==> src/rtl/rcs_pkg.sv <==
package rcs_pkg;

  // Multi-bit booleans: any other pattern is neither true nor false.
  localparam logic [3:0] MUBI_TRUE  = 4'b0110;
  localparam logic [3:0] MUBI_FALSE = 4'b1001;

  // Sparse sequencer states; every unlisted code decodes as a trap.
  typedef enum logic [5:0] {
    S_HASH = 6'b010011,
    S_TOP  = 6'b100110,
    S_WAIT = 6'b111000,
    S_CMP  = 6'b001101,
    S_DONE = 6'b110101,
    S_TRAP = 6'b011110
  } rcs_state_e;

  function automatic logic [3:0] to_mubi(input logic b);
    return b ? MUBI_TRUE : MUBI_FALSE;
  endfunction

endpackage

==> src/rtl/rcs_addr_ctr.sv <==
module rcs_addr_ctr #(
  parameter int unsigned AW  = 13,
  parameter int unsigned TOP = 8191
) (
  input  logic          clk_i,
  input  logic          rst_ni,
  input  logic          inc_i,
  output logic [AW-1:0] addr_o,
  output logic          at_top_o,
  output logic          done_o
);
  localparam logic [AW-1:0] TopAddr = AW'(TOP);

  logic [AW-1:0] addr_q;

  assign at_top_o = (addr_q == TopAddr);
  // Completion is a request to step past the top word.
  assign done_o   = inc_i & at_top_o;
  assign addr_o   = addr_q;

  always_ff @(posedge clk_i or negedge rst_ni) begin
    if (!rst_ni) begin
      addr_q <= '0;
    end else if (inc_i && !at_top_o) begin
      addr_q <= addr_q + 1'b1;
    end
  end
endmodule

==> src/rtl/rcs_compare.sv <==
module rcs_compare #(
  parameter int unsigned DW = 32,
  parameter int unsigned NW = 8
) (
  input  logic            clk_i,
  input  logic            rst_ni,
  input  logic            start_i,
  input  logic [NW*DW-1:0] dig_i,
  input  logic [NW*DW-1:0] exp_i,
  output logic            done_o,
  output logic            match_o
);
  localparam int unsigned IW = $clog2(NW);
  localparam logic [IW-1:0] LastIdx = IW'(NW - 1);

  logic          running_q, ok_q, done_q, match_q;
  logic [IW-1:0] idx_q;
  logic          word_eq;

  function automatic logic words_equal(input logic [NW*DW-1:0] a,
                                       input logic [NW*DW-1:0] b,
                                       input logic [IW-1:0] i);
    return a[i*DW +: DW] == b[i*DW +: DW];
  endfunction

  assign word_eq = words_equal(dig_i, exp_i, idx_q);

  always_ff @(posedge clk_i or negedge rst_ni) begin
    if (!rst_ni) begin
      running_q <= 1'b0;
      ok_q      <= 1'b0;
      done_q    <= 1'b0;
      match_q   <= 1'b0;
      idx_q     <= '0;
    end else begin
      done_q <= 1'b0;
      if (start_i) begin
        running_q <= 1'b1;
        ok_q      <= 1'b1;
        idx_q     <= '0;
      end else if (running_q) begin
        if (idx_q == LastIdx) begin
          running_q <= 1'b0;
          done_q    <= 1'b1;
          match_q   <= ok_q & word_eq;
        end else begin
          idx_q <= idx_q + 1'b1;
          ok_q  <= ok_q & word_eq;
        end
      end
    end
  end

  assign done_o  = done_q;
  assign match_o = match_q;
endmodule

==> src/rtl/rcs_fsm.sv <==
module rcs_fsm
  import rcs_pkg::*;
(
  input  logic       clk_i,
  input  logic       rst_ni,
  input  logic       esc_i,
  input  logic       last_fire_i,
  input  logic       ctr_done_i,
  input  logic       dig_done_i,
  input  logic       cmp_done_i,
  input  logic       ctr_glitch_i,
  output rcs_state_e state_o
);
  rcs_state_e state_q, state_d;

  always_comb begin
    state_d = S_TRAP;
    case (state_q)
      S_HASH: begin
        if (esc_i || ctr_done_i || dig_done_i || cmp_done_i) state_d = S_TRAP;
        else if (last_fire_i)                                  state_d = S_TOP;
        else                                                   state_d = S_HASH;
      end
      S_TOP: begin
        if (esc_i || dig_done_i || cmp_done_i) state_d = S_TRAP;
        else if (ctr_done_i)                   state_d = S_WAIT;
        else                                   state_d = S_TOP;
      end
      S_WAIT: begin
        if (esc_i || ctr_done_i || cmp_done_i) state_d = S_TRAP;
        else if (dig_done_i)                   state_d = S_CMP;
        else                                   state_d = S_WAIT;
      end
      S_CMP: begin
        if (esc_i || ctr_done_i || dig_done_i) state_d = S_TRAP;
        else if (cmp_done_i)                   state_d = S_DONE;
        else                                   state_d = S_CMP;
      end
      S_DONE: begin
        if (esc_i || ctr_done_i || dig_done_i || cmp_done_i || ctr_glitch_i)
          state_d = S_TRAP;
        else
          state_d = S_DONE;
      end
      default: state_d = S_TRAP;
    endcase
  end

  always_ff @(posedge clk_i or negedge rst_ni) begin
    if (!rst_ni) state_q <= S_HASH;
    else         state_q <= state_d;
  end

  assign state_o = state_q;
endmodule

==> src/rtl/rom_check_seq.sv <==
module rom_check_seq
  import rcs_pkg::*;
#(
  parameter int unsigned ROM_WORDS = 8192,
  parameter int unsigned DW        = 32,
  parameter int unsigned DIG_WORDS = 8
) (
  input  logic                        clk_i,
  input  logic                        rst_ni,
  input  logic                        esc_i,
  output logic [$clog2(ROM_WORDS)-1:0] rom_addr_o,
  input  logic [DW-1:0]               rom_rdata_i,
  output logic                        hash_valid_o,
  input  logic                        hash_ready_i,
  output logic [DW-1:0]               hash_data_o,
  output logic                        hash_last_o,
  input  logic                        digest_valid_i,
  input  logic [DIG_WORDS*DW-1:0]     digest_i,
  output logic [3:0]                  sel_bus_o,
  output logic [3:0]                  done_o,
  output logic [3:0]                  good_o,
  output logic                        alert_o
);
  localparam int unsigned AW = $clog2(ROM_WORDS);
  localparam int unsigned IW = $clog2(DIG_WORDS);
  localparam logic [AW-1:0] ExpBase  = AW'(ROM_WORDS - DIG_WORDS);
  localparam logic [AW-1:0] LastHash = AW'(ROM_WORDS - DIG_WORDS - 1);

  rcs_state_e state;
  logic st_hash, st_top, st_wait, st_done, st_trap;
  logic hash_fire, last_fire, ctr_inc, ctr_done, at_top, ctr_glitch;
  logic dig_done, cmp_done, cmp_match;
  logic [AW-1:0] addr;
  logic [IW-1:0] exp_idx;
  logic [DW-1:0] exp_w [DIG_WORDS];
  logic [DIG_WORDS*DW-1:0] exp_flat, digest_q;

  // Named state decodes, shared with the checker.
  assign st_hash = (state == S_HASH);
  assign st_top  = (state == S_TOP);
  assign st_wait = (state == S_WAIT);
  assign st_done = (state == S_DONE);
  assign st_trap = !(st_hash || st_top || st_wait || st_done || state == S_CMP);

  assign hash_valid_o = st_hash;
  assign hash_data_o  = rom_rdata_i;
  assign hash_last_o  = st_hash && (addr == LastHash);
  assign hash_fire    = st_hash && hash_ready_i;
  assign last_fire    = hash_fire && hash_last_o;
  assign ctr_inc      = hash_fire || st_top;
  assign dig_done     = digest_valid_i;
  assign ctr_glitch   = st_done && !at_top;

  rcs_addr_ctr #(.AW(AW), .TOP(ROM_WORDS - 1)) u_ctr (
    .clk_i   (clk_i),
    .rst_ni  (rst_ni),
    .inc_i   (ctr_inc),
    .addr_o  (addr),
    .at_top_o(at_top),
    .done_o  (ctr_done)
  );

  assign exp_idx = IW'(addr - ExpBase);

  for (genvar g = 0; g < DIG_WORDS; g++) begin : g_exp
    always_ff @(posedge clk_i or negedge rst_ni) begin
      if (!rst_ni)                           exp_w[g] <= '0;
      else if (st_top && exp_idx == IW'(g))  exp_w[g] <= rom_rdata_i;
    end
    assign exp_flat[g*DW +: DW] = exp_w[g];
  end

  always_ff @(posedge clk_i or negedge rst_ni) begin
    if (!rst_ni)                        digest_q <= '0;
    else if (st_wait && digest_valid_i) digest_q <= digest_i;
  end

  rcs_compare #(.DW(DW), .NW(DIG_WORDS)) u_cmp (
    .clk_i  (clk_i),
    .rst_ni (rst_ni),
    .start_i(st_wait && digest_valid_i),
    .dig_i  (digest_q),
    .exp_i  (exp_flat),
    .done_o (cmp_done),
    .match_o(cmp_match)
  );

  rcs_fsm u_fsm (
    .clk_i       (clk_i),
    .rst_ni      (rst_ni),
    .esc_i       (esc_i),
    .last_fire_i (last_fire),
    .ctr_done_i  (ctr_done),
    .dig_done_i  (dig_done),
    .cmp_done_i  (cmp_done),
    .ctr_glitch_i(ctr_glitch),
    .state_o     (state)
  );

  assign rom_addr_o = addr;
  assign done_o     = to_mubi(st_done);
  assign sel_bus_o  = to_mubi(st_done);
  assign good_o     = to_mubi(st_done && cmp_match);
  assign alert_o    = st_trap;
endmodule

==> config.mk <==
export PLATFORM = sky130hd
export DESIGN_NAME = rom_check_seq
export DESIGN_NICKNAME = d
export VERILOG_FILES = /design/src/rtl/rcs_pkg.sv /design/src/rtl/rcs_addr_ctr.sv /design/src/rtl/rcs_compare.sv /design/src/rtl/rcs_fsm.sv /design/src/rtl/rom_check_seq.sv
export SDC_FILE = /design/constraint.sdc
export NUM_CORES = 1
export LEC_CHECK = 0
export BUFFER_PORTS_ARGS = -buffer_cell sky130_fd_sc_hd__buf_2
export CORE_AREA = 2 2 242 268
export DETAILED_ROUTE_END_ITERATION = 10
export DIE_AREA = 0 0 244 270
export PLACE_DENSITY = 0.67
export SYNTH_ARGS = -nofsm -noshare
export SYNTH_HDL_FRONTEND = slang
export SYNTH_SLANG_ARGS = --single-unit
==> constraint.sdc <==
create_clock -name clk_i -period 2.9 [get_ports clk_i]
set_input_delay 0.145 -clock clk_i [delete_from_list [all_inputs] [get_ports clk_i]]
set_output_delay 0.145 -clock clk_i [all_outputs]
set_load 0.01 [all_outputs]
==> results.sh <==
export IMPL_postLayoutCoreUtil=0.5133
export IMPL_setup_violations_final=0
export IMPL_grt_pass1_wl_um=117700
export IMPL_syn_num_nets=2543
export IMPL_gr_total_overflow=0
export IMPL_crit_slowest_cell="dlygate4sd3_1"
export IMPL_hpwlAfterDp_um=50190
export IMPL_timing_rr_end="u_fsm.state_o[4]$_DFF_PN1_"
export IMPL_wire_per_inst_um=20.49
export IMPL_setup_ws_ns=0.1200
export IMPL_period_share=0.9586
export IMPL_synth_edff_count=0
export IMPL_clkTransAtPathRegs_ns=0.06
export IMPL_final_area_um2=32460
export IMPL_synth_seq_cells=538
export IMPL_dr_pass1_iters=5
export IMPL_nets=3136
export IMPL_cts_buffers=55
export IMPL_grtUsageMet2=0.3947
export IMPL_grt_total_usage=0.2315
export IMPL_crit_path_end_kind="flip-flop"
export IMPL_path_buf_inv=1
export IMPL_slew_headroom=0.5033
export IMPL_ys_warn_count=0
export IMPL_cts_htree_levels=2
export IMPL_drv_slew=0
export IMPL_synth_top_area_share=0.5329
export IMPL_status="finished, final reports clean"
export IMPL_grt_use_met3=0.03160
export IMPL_reg2reg_depth=8
export IMPL_vias_per_cell=5.126
export IMPL_yosysUniqueCellTypes=65
export IMPL_area_growth_syn_to_layout_pct=29.21
export IMPL_yosysTopAreaCell="dfrtp_1"
export IMPL_start_kind="flip-flop"
export IMPL_cp_top_family="simple AND/OR/NAND/NOR gates"
export IMPL_drc_errors=0
export IMPL_first_iter_violations=1256
export IMPL_cts_root_buf="clkbuf_16"
export IMPL_synth_area_leaders="dfrtp_1 (53%), mux2_2 (12%), nand2_1 (12%), mux4_2 (5.8%), xor2_1 (2.9%)"
export IMPL_detailed_place_area_um2=27660
export IMPL_final_hold_violation_count=0
export IMPL_grt_pass1_vias=20210
export IMPL_die_w_um=244
export IMPL_r2r_setup_slack_ns=0.12
export IMPL_globalRouteMet1Util=0.2934
export IMPL_core_area_um2=63230
export IMPL_worst_pin_slew_ns=0.7450
export IMPL_crit_chain="ha_1 -> nand3_1 -> nor2_1 -> nand2_1 -> o21ai_1 -> o21ai_0 -> nand4_1 -> dlygate4sd3_1"
export IMPL_r2r_start="u_ctr.addr_o[0]$_DFFE_PN0P_"
export IMPL_clk_path_buf_depth=3
export IMPL_io_buffers=352
export IMPL_cellPowerDensity_nw_per_um2=499.6
export IMPL_finClkSkew_ns=0.01201
export IMPL_timing_hold_ws_ns=0.1302
export IMPL_ant_nets=0
export IMPL_async_flop_share=1.000
export IMPL_gp_congestion=0.8361
export IMPL_busiest_layer="met2"
export IMPL_synth_avg_cell_area_um2=11.20
export IMPL_drive_gt1_frac=0.2979
export IMPL_clock_fmax_mhz=359.7
export IMPL_cap_violations=0
export IMPL_layout_common_cells="nand2_1 (787), dfrtp_1 (532), buf_2 (351)"
export IMPL_synth_area_um2=25120
export IMPL_cpPeakStageDelay_ns=0.57
export IMPL_tns_ns=0
export IMPL_ys_seq_area_frac=0.5361
export IMPL_worst_ep_arrival_time_ns=3.32
export IMPL_grt_max_degree=107
export IMPL_cts_tree="built"
export IMPL_final_common_cell="nand2_1"
export IMPL_hp_class="in2async"
export IMPL_dp_slack_ns=0.1830
export IMPL_yosys_most_used_dff="dfrtp_1"
export IMPL_clk_latency_ns=0.60
export IMPL_via_count=19080
export IMPL_synthCells=2242
export IMPL_dieHeight_um=270
export IMPL_crit_required_ns=3.44
export IMPL_clkSinkCount=538
export IMPL_fin_crit_ns=2.780
export IMPL_grt_antenna_before_repair=1
export IMPL_start_util=0.3973
export IMPL_ios=353
export IMPL_p_leak_uw=0.01608
export IMPL_peakVddDrop_v=0.0004337
export IMPL_crit_fanout=7
export IMPL_row_count=97
export IMPL_finalWirelength_um=76270
export IMPL_dieArea_um2=65880
export IMPL_critPathKind="reg2reg"
worst max path at each step:
stage                                 from  cells after the start                    endpoint  slack [ns]
2_1_floorplan   u_cmp.idx_q[2]$_DFFE_PN0P_                      9      u_cmp.ok_q$_DFFE_PN0P_        0.65
3_3_place_gp    u_cmp.idx_q[0]$_DFFE_PN0P_                      9   u_cmp.match_o$_DFFE_PN0P_        0.12
3_5_place_dp    u_cmp.idx_q[0]$_DFFE_PN0P_                      9      u_cmp.ok_q$_DFFE_PN0P_        0.18
4_1_cts        u_ctr.addr_o[0]$_DFFE_PN0P_                      8  u_fsm.state_o[4]$_DFF_PN1_        0.04
5_1_grt        u_ctr.addr_o[0]$_DFFE_PN0P_                      8  u_fsm.state_o[4]$_DFF_PN1_       -0.03
6_report       u_ctr.addr_o[0]$_DFFE_PN0P_                      8  u_fsm.state_o[4]$_DFF_PN1_        0.12
metrics by stage:
step                total power, uW  instances
floorplan                      8266       2242
global route                  16800       3722
global placement               8794       3324
finish                        16220       3722
CTS                           16380       3721
detailed placement             8835       3324
cell families after synthesis:
kind of cell             count (synthesis)  synth area share
adder cells (fa/ha/maj)                  8          0.003985
AND/OR/NAND/NOR                        910            0.1474
multiplexers                           380            0.1989
AO/OA/AOI/OAI                           86           0.02376
XOR/XNOR                               143           0.04986
flip-flops                             538            0.5361
buffers and inverters                  177           0.04000
state kept, by name, indices dropped and copies added (netlist names):
signal / cells
digest_q: 256
exp_flat: 256
u_ctr.addr_o: 13
u_fsm.state_o: 6
u_cmp.idx_q: 3
u_cmp.done_o: 1
u_cmp.match_o: 1
u_cmp.ok_q: 1
u_cmp.running_q: 1
area by class of cell:
type,instances,area (um^2)
clock buffers,74,1548
diodes,1,2.502
fillers,5394,30770
multi-input cells,1527,10730
repair buffers,695,5298
inverters,18,67.56
well taps,841,1052
clock inverters,28,281.5
flip-flops and latches,538,13480
worst reg2reg max path, delay by kind of cell (launching register included):
| kind | cells | cell delay, ns |
|---|---|---|
| buf+inv | 1 | 0.57 |
| compound gates | 2 | 0.62 |
| flops | 1 | 0.48 |
| fa+ha+maj | 1 | 0.28 |
| simple gates | 4 | 0.77 |
per-layer routing:
layer  vias up  share of wire
met1      9644           0.41
met4         0          0.047
met2       580           0.50
met3       186          0.045
li1       8670              -
met5         -              0
cells in the mapped netlist (3+ instances only):
cell type  count
o2111ai_1      4
mux2i_1       47
a32oi_1        3
xor2_1        84
o21ai_0       20
buf_4         54
or4_1          3
nand2_1      793
nor2_1        15
and3_1         7
nand3b_1       6
buf_1         18
a21o_1         3
nor2b_1        5
nand2b_1      10
o32ai_1        4
mux4_2        65
a2bb2oi_1      3
nor3_1        16
mux4_1         3
xnor2_1       59
nor3b_1        4
mux2_2       265
clkbuf_1      41
nand3_1       15
buf_2         34
a21oi_1       12
nor4_1        13
or3b_2         5
ha_1           8
nand4_1        7
a31oi_1        7
buf_6         10
o22ai_1        9
dfstp_2        3
inv_1         17
dfrtp_1      535
o221ai_1       3
power breakdown:
group	switching, uW	internal [uW]	total [uW]
clock	3020	4190	7210
combinational	534	683	1220
sequential	104	7690	7790
what timing repair did:
item,CTS,global route
hold endpoints to repair,592,0
endpoints found under the setup margin,0,3
buffers inserted,0,0
resized for setup,0,4
hold buffers,295,0
Power figures use the tool's default switching activity.
